==> config.mk <==
export PLATFORM = sky130hd
export DESIGN_NAME = intc_cascade
export DESIGN_NICKNAME = d
export VERILOG_FILES = /design/src/rtl/intc_pkg.sv /design/src/rtl/intc_sync.sv /design/src/rtl/intc_unit.sv /design/src/rtl/intc_cascade.sv
export SDC_FILE = /design/constraint.sdc
export NUM_CORES = 1
export LEC_CHECK = 0
export BUFFER_PORTS_ARGS = -buffer_cell sky130_fd_sc_hd__buf_2
export CAP_MARGIN = 20
export CELL_PAD_IN_SITES_DETAIL_PLACEMENT = 1
export CELL_PAD_IN_SITES_GLOBAL_PLACEMENT = 1
export CORE_MARGIN = 5
export CORE_UTILIZATION = 50
export DETAILED_ROUTE_END_ITERATION = 7
export HOLD_SLACK_MARGIN = 0.1
export PLACE_DENSITY_LB_ADDON = 0.12
export SETUP_SLACK_MARGIN = 0.05
export SLEW_MARGIN = 40
export SYNTH_ARGS = -nofsm -noshare
export SYNTH_HDL_FRONTEND = slang
export SYNTH_SLANG_ARGS = --single-unit
==> constraint.sdc <==
create_clock -name clk -period 2.7 [get_ports clk]
set_clock_uncertainty 0.1 [all_clocks]
set_input_delay 0.27 -clock clk [delete_from_list [all_inputs] [get_ports clk]]
set_output_delay 0.27 -clock clk [all_outputs]
set_load 0.01 [all_outputs]
==> src/rtl/intc_pkg.sv <==
package intc_pkg;

    localparam int unsigned NSRC   = 32;
    localparam int unsigned NSUB   = 2;
    localparam int unsigned SEL_W  = 2;
    localparam int unsigned ADDR_W = 3;

    typedef logic [NSRC-1:0] vec_t;

    typedef enum logic [ADDR_W-1:0] {
        REG_ENABLE = 3'd0,
        REG_RAW    = 3'd1,
        REG_PEND   = 3'd2,
        REG_SENSE  = 3'd3,
        REG_KIND   = 3'd4
    } reg_addr_e;

    // unit index 0 is the main controller, 1..NSUB the sub-controllers
    function automatic vec_t sense_default(input int unsigned idx);
        case (idx)
            1:       return 32'hFBD2_7186;
            2:       return 32'h8018_10C0;
            default: return 32'h3FF0_EFE0;
        endcase
    endfunction

    function automatic vec_t kind_default(input int unsigned idx);
        case (idx)
            1:       return 32'h0002_6000;
            default: return 32'h0000_0000;
        endcase
    endfunction

endpackage

==> src/rtl/intc_sync.sv <==
module intc_sync #(
    parameter int unsigned W      = 32,
    parameter int unsigned STAGES = 2
) (
    input  logic         clk,
    input  logic         rst_n,
    input  logic [W-1:0] d,
    output logic [W-1:0] q
);
    logic [STAGES-1:0][W-1:0] stg_q;

    always_ff @(posedge clk or negedge rst_n) begin
        if (!rst_n) begin
            stg_q <= '0;
        end else begin
            stg_q[0] <= d;
            for (int i = 1; i < int'(STAGES); i++) begin
                stg_q[i] <= stg_q[i-1];
            end
        end
    end

    assign q = stg_q[STAGES-1];

endmodule

==> src/rtl/intc_unit.sv <==
module intc_unit
    import intc_pkg::*;
#(
    parameter vec_t SENSE_RST = 32'h0,
    parameter vec_t KIND_RST  = 32'h0
) (
    input  logic              clk,
    input  logic              rst_n,
    input  vec_t              src_in,
    input  logic              wr_en,
    input  logic [ADDR_W-1:0] reg_addr,
    input  vec_t              wr_data,
    output vec_t              rd_data,
    output logic              irq
);
    vec_t en_q, sense_q, kind_q, raw_q, prev_q;
    logic alive_q;

    vec_t act_now, act_prev, edge_hit, clr_vec, raw_nxt, pend;

    // polarity-adjusted view of the current and previous sample
    assign act_now  = ~(src_in ^ sense_q);
    assign act_prev = ~(prev_q ^ sense_q);
    assign edge_hit = kind_q & act_now & ~act_prev;
    assign clr_vec  = (wr_en && reg_addr == REG_RAW) ? wr_data : '0;
    // edge bits: a new edge beats a clear; level bits track the input
    assign raw_nxt  = (kind_q & ((raw_q & ~clr_vec) | edge_hit)) | (~kind_q & act_now);
    assign pend     = raw_q & en_q;
    assign irq      = |pend;

    always_ff @(posedge clk or negedge rst_n) begin
        if (!rst_n) begin
            en_q    <= '0;
            sense_q <= SENSE_RST;
            kind_q  <= KIND_RST;
            raw_q   <= '0;
            prev_q  <= '0;
            alive_q <= 1'b0;
        end else begin
            alive_q <= 1'b1;
            prev_q  <= src_in;
            raw_q   <= raw_nxt;
            if (wr_en && reg_addr == REG_ENABLE) en_q    <= wr_data;
            if (wr_en && reg_addr == REG_SENSE)  sense_q <= wr_data;
            if (wr_en && reg_addr == REG_KIND)   kind_q  <= wr_data;
        end
    end

    always_comb begin
        unique case (reg_addr)
            REG_ENABLE: rd_data = en_q;
            REG_RAW:    rd_data = raw_q;
            REG_PEND:   rd_data = pend;
            REG_SENSE:  rd_data = sense_q;
            REG_KIND:   rd_data = kind_q;
            default:    rd_data = '0;
        endcase
    end

    // level bits hold the previous cycle's activity
    p_level_follow_r2: assert property (@(posedge clk) disable iff (!rst_n)
        alive_q |-> (((raw_q ^ $past(act_now)) & ~$past(kind_q)) == '0));

    // a latched edge bit that was not cleared stays set
    p_edge_hold_r3: assert property (@(posedge clk) disable iff (!rst_n)
        alive_q |-> (($past(raw_q & kind_q & ~clr_vec) & ~raw_q) == '0));

    // the request can only rise after a write or a status change
    p_irq_cause_r7: assert property (@(posedge clk) disable iff (!rst_n)
        (alive_q && irq && !$past(irq)) |-> ($past(wr_en) || raw_q != $past(raw_q)));

    // a write to the masked-status address changes no configuration
    p_pend_ro_r9: assert property (@(posedge clk) disable iff (!rst_n)
        (wr_en && reg_addr == REG_PEND) |=> ($stable(en_q) && $stable(sense_q) && $stable(kind_q)));

endmodule

==> src/rtl/intc_cascade.sv <==
module intc_cascade
    import intc_pkg::*;
#(
    parameter int unsigned SYNC_STAGES = 2,
    parameter int unsigned CASC_BASE   = 0
) (
    input  logic              clk,
    input  logic              rst_n,
    input  logic              bus_we,
    input  logic [SEL_W-1:0]  bus_sel,
    input  logic [ADDR_W-1:0] bus_addr,
    input  logic [NSRC-1:0]   bus_wdata,
    output logic [NSRC-1:0]   bus_rdata,
    input  logic [NSRC-1:0]   src_main,
    input  logic [NSRC-1:0]   src_sub1,
    input  logic [NSRC-1:0]   src_sub2,
    output logic              irq_cpu,
    output logic              irq_sub1,
    output logic              irq_sub2
);
    localparam int unsigned NUNIT = NSUB + 1;
    localparam int unsigned ALL_W = NUNIT * NSRC;

    logic [ALL_W-1:0]           sync_all;
    logic [NSUB-1:0]            sub_irq;
    logic [NSUB-1:0][NSRC-1:0]  sub_rd;
    vec_t                       main_src, main_rd;

    intc_sync #(.W(ALL_W), .STAGES(SYNC_STAGES)) u_sync (
        .clk   (clk),
        .rst_n (rst_n),
        .d     ({src_sub2, src_sub1, src_main}),
        .q     (sync_all)
    );

    for (genvar g = 0; g < int'(NSUB); g++) begin : g_sub
        intc_unit #(
            .SENSE_RST (sense_default(g + 1)),
            .KIND_RST  (kind_default(g + 1))
        ) u_unit (
            .clk      (clk),
            .rst_n    (rst_n),
            .src_in   (sync_all[(g+1)*NSRC +: NSRC]),
            .wr_en    (bus_we && bus_sel == SEL_W'(g + 1)),
            .reg_addr (bus_addr),
            .wr_data  (bus_wdata),
            .rd_data  (sub_rd[g]),
            .irq      (sub_irq[g])
        );
    end

    // cascade lines are active low and replace the matching main pins
    always_comb begin
        main_src = sync_all[NSRC-1:0];
        for (int g = 0; g < int'(NSUB); g++) begin
            main_src[CASC_BASE + g] = ~sub_irq[g];
        end
    end

    intc_unit #(
        .SENSE_RST (sense_default(0)),
        .KIND_RST  (kind_default(0))
    ) u_main (
        .clk      (clk),
        .rst_n    (rst_n),
        .src_in   (main_src),
        .wr_en    (bus_we && bus_sel == '0),
        .reg_addr (bus_addr),
        .wr_data  (bus_wdata),
        .rd_data  (main_rd),
        .irq      (irq_cpu)
    );

    always_comb begin
        bus_rdata = '0;
        if (bus_sel == '0) bus_rdata = main_rd;
        for (int g = 0; g < int'(NSUB); g++) begin
            if (bus_sel == SEL_W'(g + 1)) bus_rdata = sub_rd[g];
        end
    end

    assign irq_sub1 = sub_irq[0];
    assign irq_sub2 = sub_irq[1];

    // the main request cannot rise on the same edge as a sub request
    p_casc_lag_r8: assert property (@(posedge clk) disable iff (!rst_n)
        ($rose(irq_sub1) && $past(u_main.en_q[CASC_BASE]) && !$past(irq_cpu)
            && $stable(u_main.en_q) && $past(u_main.raw_q) == '0) |-> !irq_cpu);

endmodule

==> results.cfg, run 1 <==
[detailed_routing]
detail_route.vias_per_cell = 6.20
wl_um = 97900
vias = 21800
maxUsedRoutingLayer = met5
routedLengthMet1_um = 40400
wl_met3_um = 5430
antenna_left = 0
firstDrtPassIters = 7
drc = 0
wl_met2_um = 47200
routedWlPerCell_um = 27.9
drt-initial-drc-count = 1769

[die]
rows = 88
initial_utilization_pct = 50.2
die_height_um = 250
ios = 171
die-area_um2 = 62500
die_w_um = 250
fp.coreArea_um2 = 57400

[sta]
max_slew_margin_pct = 57.3
final.period_utilization_pct = 100
max_freq_mhz = 370
setup_violations = 2
hold_viol = 0
min_period_ns = 2.71
report.final.slew_viol_count = 0
rsz0062_at_grt = true
tightest_slew_ns = 0.640
timing.hold.ws_ns = 0.188
fin_ws_ns = -0.00517
setup_tns_ns = -0.00803

[critical_path]
cp-end-kind = output port
worst-endpoint-required_ns = 2.33
start_kind = flop
cp_data_arrival_time_ns = 2.34
path_class = flop to output port
path_cells = a22oi_2 > nand4_1 > nor4_2 > buf_4 > inv_2 > buf_6
slowest_stage = dfrtp_2
critPathMaxStageDelay_ns = 0.48
path_max_fanout = 4

[outcome]
status = finished, violations left
violations = negative setup slack

[global_route]
antenna_found_initial = 1
grt_use_total_pct = 30.8
grt_overflow = 0
grt_max_degree = 112
grt_pass1_vias = 24100
grt_pass1_wl_um = 148000

[placement]
hpwl_um = 61800
placedCellCount = 3196
dp_slack_ns = 0.0532
gp_congestion = 0.876
portBuffers = 168
place_area_um2 = 31400

[clock_tree]
clock_sinks = 668
clkLatencyLatePin_ns = 0.63
root_buffer = clkbuf_16
cts_tree = built
clk_pin_slew_ns = 0.06
clock_path_buffers = 3
cts_buffers = 73
cts.htree.levels = 3

[finish]
utilization_pct = 63.6
areaGrowthSynthToFinish_pct = 26.6
post-route-cell-area_um2 = 36500
final_cell_mix = dfrtp_1 (604), mux2_2 (259), buf_2 (152), buf_4 (147), nand2_1 (128)
antenna_cells = 0
instances_no_fill = 3514
layout_commonest_cell = dfrtp_1
nets = 2826
drive_gt1_share_pct = 33.5

[power]
p_sw_mw = 8.51
powerDensity_nw_per_um2 = 801
comb_power_share_pct = 17.6
p_int_mw = 20.7
finalPower_mw = 29.2
p_sw_share_pct = 29.1
p_seq_share_pct = 46.7
p_leak_nw = 16.0
clockPowerShare_pct = 35.6
vdd_drop_max_v = 0.000526

[synth]
synth_area_per_cell_um2 = 12.6
synth_cell_type_count = 49
netlist_area_um2 = 28800
synthCells = 2292
ys_seq_elements = 668
seq_area_frac_synth_pct = 58.2
ys.warnings.count = 0
syn_nets = 2428
synthFlopType = dfrtp_1
synth-edff-count = 0
async_reset_ff_share_pct = 100

[run]
max_cap_violations = 0

[min_path]
hold_path.class = input pin to asynchronous set/reset pin
## timing repair
| item | in CTS | in global routing |
|---|---|---|
| endpoints found under the setup margin | 30 | 34 |
| pin swaps | 79 | 47 |
| buffers inserted | 39 | 17 |
| cloned | 0 | 1 |
| endpoints found under the hold margin | 863 | 0 |
| hold buffers | 128 | 0 |
| resized for setup | 87 | 63 |
## power by group through the flow
stage	Combinational [mW]	Sequential, mW	Clock, mW
2_1_floorplan	2.88	12.9	0
3_3_place_gp	3.97	13.6	0
3_5_place_dp	4.17	13.7	0
4_1_cts	4.84	13.5	10.6
5_1_grt	5.53	13.8	11.0
6_report	5.15	13.7	10.4
## area by class of cell
cell class	instances	area, µm²
Sequential cell	668	16800
Clock inverter	28	338
Multi-Input combinational cell	1462	12100
Inverter	5	18.8
Tap cell	765	957
Clock buffer	106	2160
Fill cell	5523	20900
Timing Repair Buffer	480	4100
## routing by layer
metal | vias up | track usage, %
met5 | - | 0
met4 | 2 | 15.2
met3 | 224 | 4.53
met2 | 769 | 50.2
met1 | 11500 | 40.6
li1 | 9262 | -
## critical path: cells and delay by family, from the launching register on
| family | cells | cell delay (ns) |
|---|---|---|
| AOI/OAI and AO/OA | 1 | 0.23 |
| buffers and inverters | 3 | 0.36 |
| DFF | 1 | 0.48 |
| and+or+nand+nor | 2 | 0.64 |
## kinds of logic (layout without fill, tap and decap cells)
group	count (synthesis)	count (layout)	synth area share [%]
AOI/OAI and AO/OA	424	424	11.7
xor gates and xnor gates	94	94	2.86
buffers and inverters	162	619	2.56
DFF	668	668	58.2
muxes	343	343	13.2
and+or+nand+nor	601	601	11.5
## path summary, 6_finish.rpt
path	depth (start not counted)	end	slack, ns	start
worst max-delay path	6	irq_sub2	-0.005	g_sub[1].u_unit.raw_q[10]
worst min-delay path	2	u_main.sense_q[5]	0.19	rst_n
worst max register to register	7	u_main.raw_q[1]	0.46	g_sub[1].u_unit.raw_q[10]
worst min register to register	0	u_sync.q[42]	0.24	u_sync.stg_q[42]
max in group asynchronous	4	u_main.sense_q[26]	1.60	rst_n
min in group clk	2	u_sync.stg_q[68]	0.19	src_sub2[4]
## sequential cells by signal (all words and copies together), names as in the netlist, 64 cells and up
signal / flops
u_sync.q: 94
g_sub.u_unit.en_q: 64
g_sub.u_unit.sense_q: 64
u_sync.stg_q: 94
g_sub.u_unit.prev_q: 64
g_sub.u_unit.kind_q: 64
g_sub.u_unit.raw_q: 64
## synthesized netlist by cell type, drive strengths merged, types with 2 or more instances
master   number  area (µm²)
a2111oi      45         557
a211o         2        17.5
a211oi       25         188
a21boi        2        15.0
a21o         31         233
a21oi        51         255
a221oi        2        17.5
a22o          2        17.5
a22oi        85         638
a31o         94         823
a31oi         9        56.3
a32oi        33         289
and3        103         644
buf          72         400
clkbuf       85         319
dfrtp       621       15500
dfstp        47        1230
inv           5        18.8
mux2        288        3240
mux2i        55         551
nand2       128         480
nand2b       55         344
nand3        36         180
nand4        10        62.6
nor2         49         184
nor2b         3        18.8
nor3        104         521
nor3b        97         743
nor4          2        12.5
nor4bb       10         100
o21ai        10        50.0
o22ai        31         194
xor2         94         823
No activity file was read; power rests on OpenSTA's default activity.
==> inputs of run 2 (changes only) <==
CORE_UTILIZATION = 54   (was 50)
CTS_CLUSTER_SIZE = 10   (was unset)
==> run 2 against run 1 <==
The run still ends with negative setup slack left; first-iteration DRC count is 47% higher; die area is 7.1% lower; register-to-register slack better by 0.07 ns; power is 0.35% higher; hold slack worse by 0.034 ns; sequential power hardly changed; design area is 0.79% lower; sequential share of layout area is 0.37 points higher; via count is 4.8% higher; global-route usage is 5.5 points higher; utilization is 5.0 points higher.
==> results.cfg, run 2 (same netlist as run 1, synthesis figures left out) <==
[outcome]
status = finished, violations left
violations = negative setup slack

[finish]
nets = 2826
layout_commonest_cell = dfrtp_1
final_cell_mix = dfrtp_1 (601), mux2_2 (259), buf_2 (150), buf_4 (145), nand2_1 (128)
areaGrowthSynthToFinish_pct = 25.6
drive_gt1_share_pct = 32.7

[global_route]
top_usage_layer = met2
grt_max_degree = 95
use_met1_pct = 45.4
use_met2_pct = 59.7
grt_use_total_pct = 36.3
grt_pass1_vias = 25500
antenna_found_initial = 2
grt_overflow = 0
use_met3_pct = 6.97
grt_pass1_wl_um = 159000

[die]
rows = 84
die-area_um2 = 58100
initial_utilization_pct = 54.6
die_height_um = 241
die_w_um = 241
ios = 171
fp.coreArea_um2 = 52800

[sta]
fin_ws_ns = -0.137
tightest_slew_ns = 0.667
timing.hold.ws_ns = 0.154
report.final.slew_viol_count = 0
setup_violations = 6
max_freq_mhz = 353
min_period_ns = 2.84
final.period_utilization_pct = 105
max_slew_margin_pct = 55.5
rsz0062_at_grt = true
hold_viol = 0

[critical_path]
critPathMaxStageDelay_ns = 0.58
start_kind = flop
slowest_stage = or4_4
cp_data_arrival_time_ns = 2.47
path_max_fanout = 3
worst-endpoint-required_ns = 2.33
path_cells = a22o_1 > a221oi_2 > nand3_1 > or4_4 > buf_6
cp-end-kind = output port
path_class = flop to output port

[detailed_routing]
vias = 22900
drc = 0
wl_um = 108000
detail_route.vias_per_cell = 6.65
routedWlPerCell_um = 31.5
drt-initial-drc-count = 2592
firstDrtPassIters = 6
antenna_left = 0

[clock_tree]
cts_tree = built
clk_pin_slew_ns = 0.06
cts.htree.levels = 3
clock_sinks = 668
clkLatencyLatePin_ns = 0.63
root_buffer = clkbuf_16
cts_buffers = 79
clock_path_buffers = 3

[power]
powerDensity_nw_per_um2 = 810
p_int_mw = 20.3
p_seq_share_pct = 47.0
p_sw_share_pct = 30.8
clockPowerShare_pct = 34.4
vdd_drop_max_v = 0.000513
p_leak_nw = 15.9
p_sw_mw = 9.02
comb_power_share_pct = 18.6

[run]
max_cap_violations = 0

[placement]
hpwl_um = 62100
portBuffers = 168
gp_congestion = 0.894
dp_slack_ns = -0.0101

[min_path]
hold_path.class = input pin to asynchronous set/reset pin
==> run 2: changes by cell type in the layout (fill, tap and decap cells not counted), sizes merged <==
cell / change
clkbuf: +27
clkinv: -15
bufinv: -7
buf: -5
clkinvlp: -2
diode: +1
==> run 2: path summary, 6_finish.rpt <==
path                                           start            endpoint  slack, ns  depth (start not counted)
min                                            rst_n        u_sync.q[15]       0.15                          2
min in group clk                        src_main[18]    u_sync.stg_q[18]       0.18                          2
max reg2reg                g_sub[0].u_unit.raw_q[13]     u_main.raw_q[0]       0.53                          7
max                                 u_main.raw_q[20]             irq_cpu      -0.14                          5
max in group asynchronous                      rst_n  u_main.sense_q[29]       1.34                          3
min reg2reg                         u_sync.stg_q[45]        u_sync.q[45]       0.25                          0
==> run 2: timing repair <==
item | 4_1_cts | 5_1_grt
gates resized for setup | 89 | 78
gates cloned | 0 | 0
hold endpoints to repair | 680 | 0
endpoints found under the setup margin | 32 | 34
hold buffers | 127 | 0
pin swaps | 72 | 48
buffers inserted | 40 | 11
==> run 2: layout make-up <==
type                    instances  area, µm²
diodes                          1       2.50
clock buffers                 134       2320
clock inverters                 4       33.8
fillers                      5020      16600
inverters                       5       18.8
multi-input cells            1462      12200
flip-flops and latches        668      16800
well taps                     688        861
repair buffers                474       3990
==> run 2: stage by stage <==
stage / instance area, µm² / cells / setup TNS (ns) / total power [mW] / utilization (%)
2_1_floorplan: 28800 / 2292 / 0 / 15.8 / -
3_3_place_gp: 31200 / 3121 / 0 / 17.5 / 59.2
3_5_place_dp: 31200 / 3121 / -0.0101 / 17.9 / 59.2
4_1_cts: 35700 / 3426 / -0.101 / 28.5 / 67.7
5_1_grt: 36200 / 3435 / -1.10 / 30.3 / 68.6
6_report: 36200 / 3436 / -0.332 / 29.3 / 68.6
==> run 2: critical path: cells and delay by family (launching register included) <==
| kind | cells | cell delay [ns] |
|---|---|---|
| AND/OR/NAND/NOR | 2 | 0.73 |
| AO/OA/AOI/OAI | 2 | 0.55 |
| flip-flops | 1 | 0.43 |
| buffers and inverters | 1 | 0.14 |
==> run 2: routing by layer <==
| metal | wire length (µm) | share of wire [%] | vias up |
|---|---|---|---|
| met5 | 0 | 0 | - |
| met4 | 6710 | 6.2 | 0 |
| met3 | 7600 | 7.0 | 387 |
| met2 | 52800 | 49 | 1246 |
| met1 | 41000 | 38 | 12000 |
| li1 | - | - | 9257 |
==> run 2: power groups by stage <==
stage	logic (mW)	clock network (mW)	registers [mW]
global route	5.76	10.7	13.9
finish	5.44	10.1	13.8
CTS	4.90	10.1	13.5
detailed placement	4.18	0	13.7
global placement	3.93	0	13.6
floorplan	2.88	0	12.9
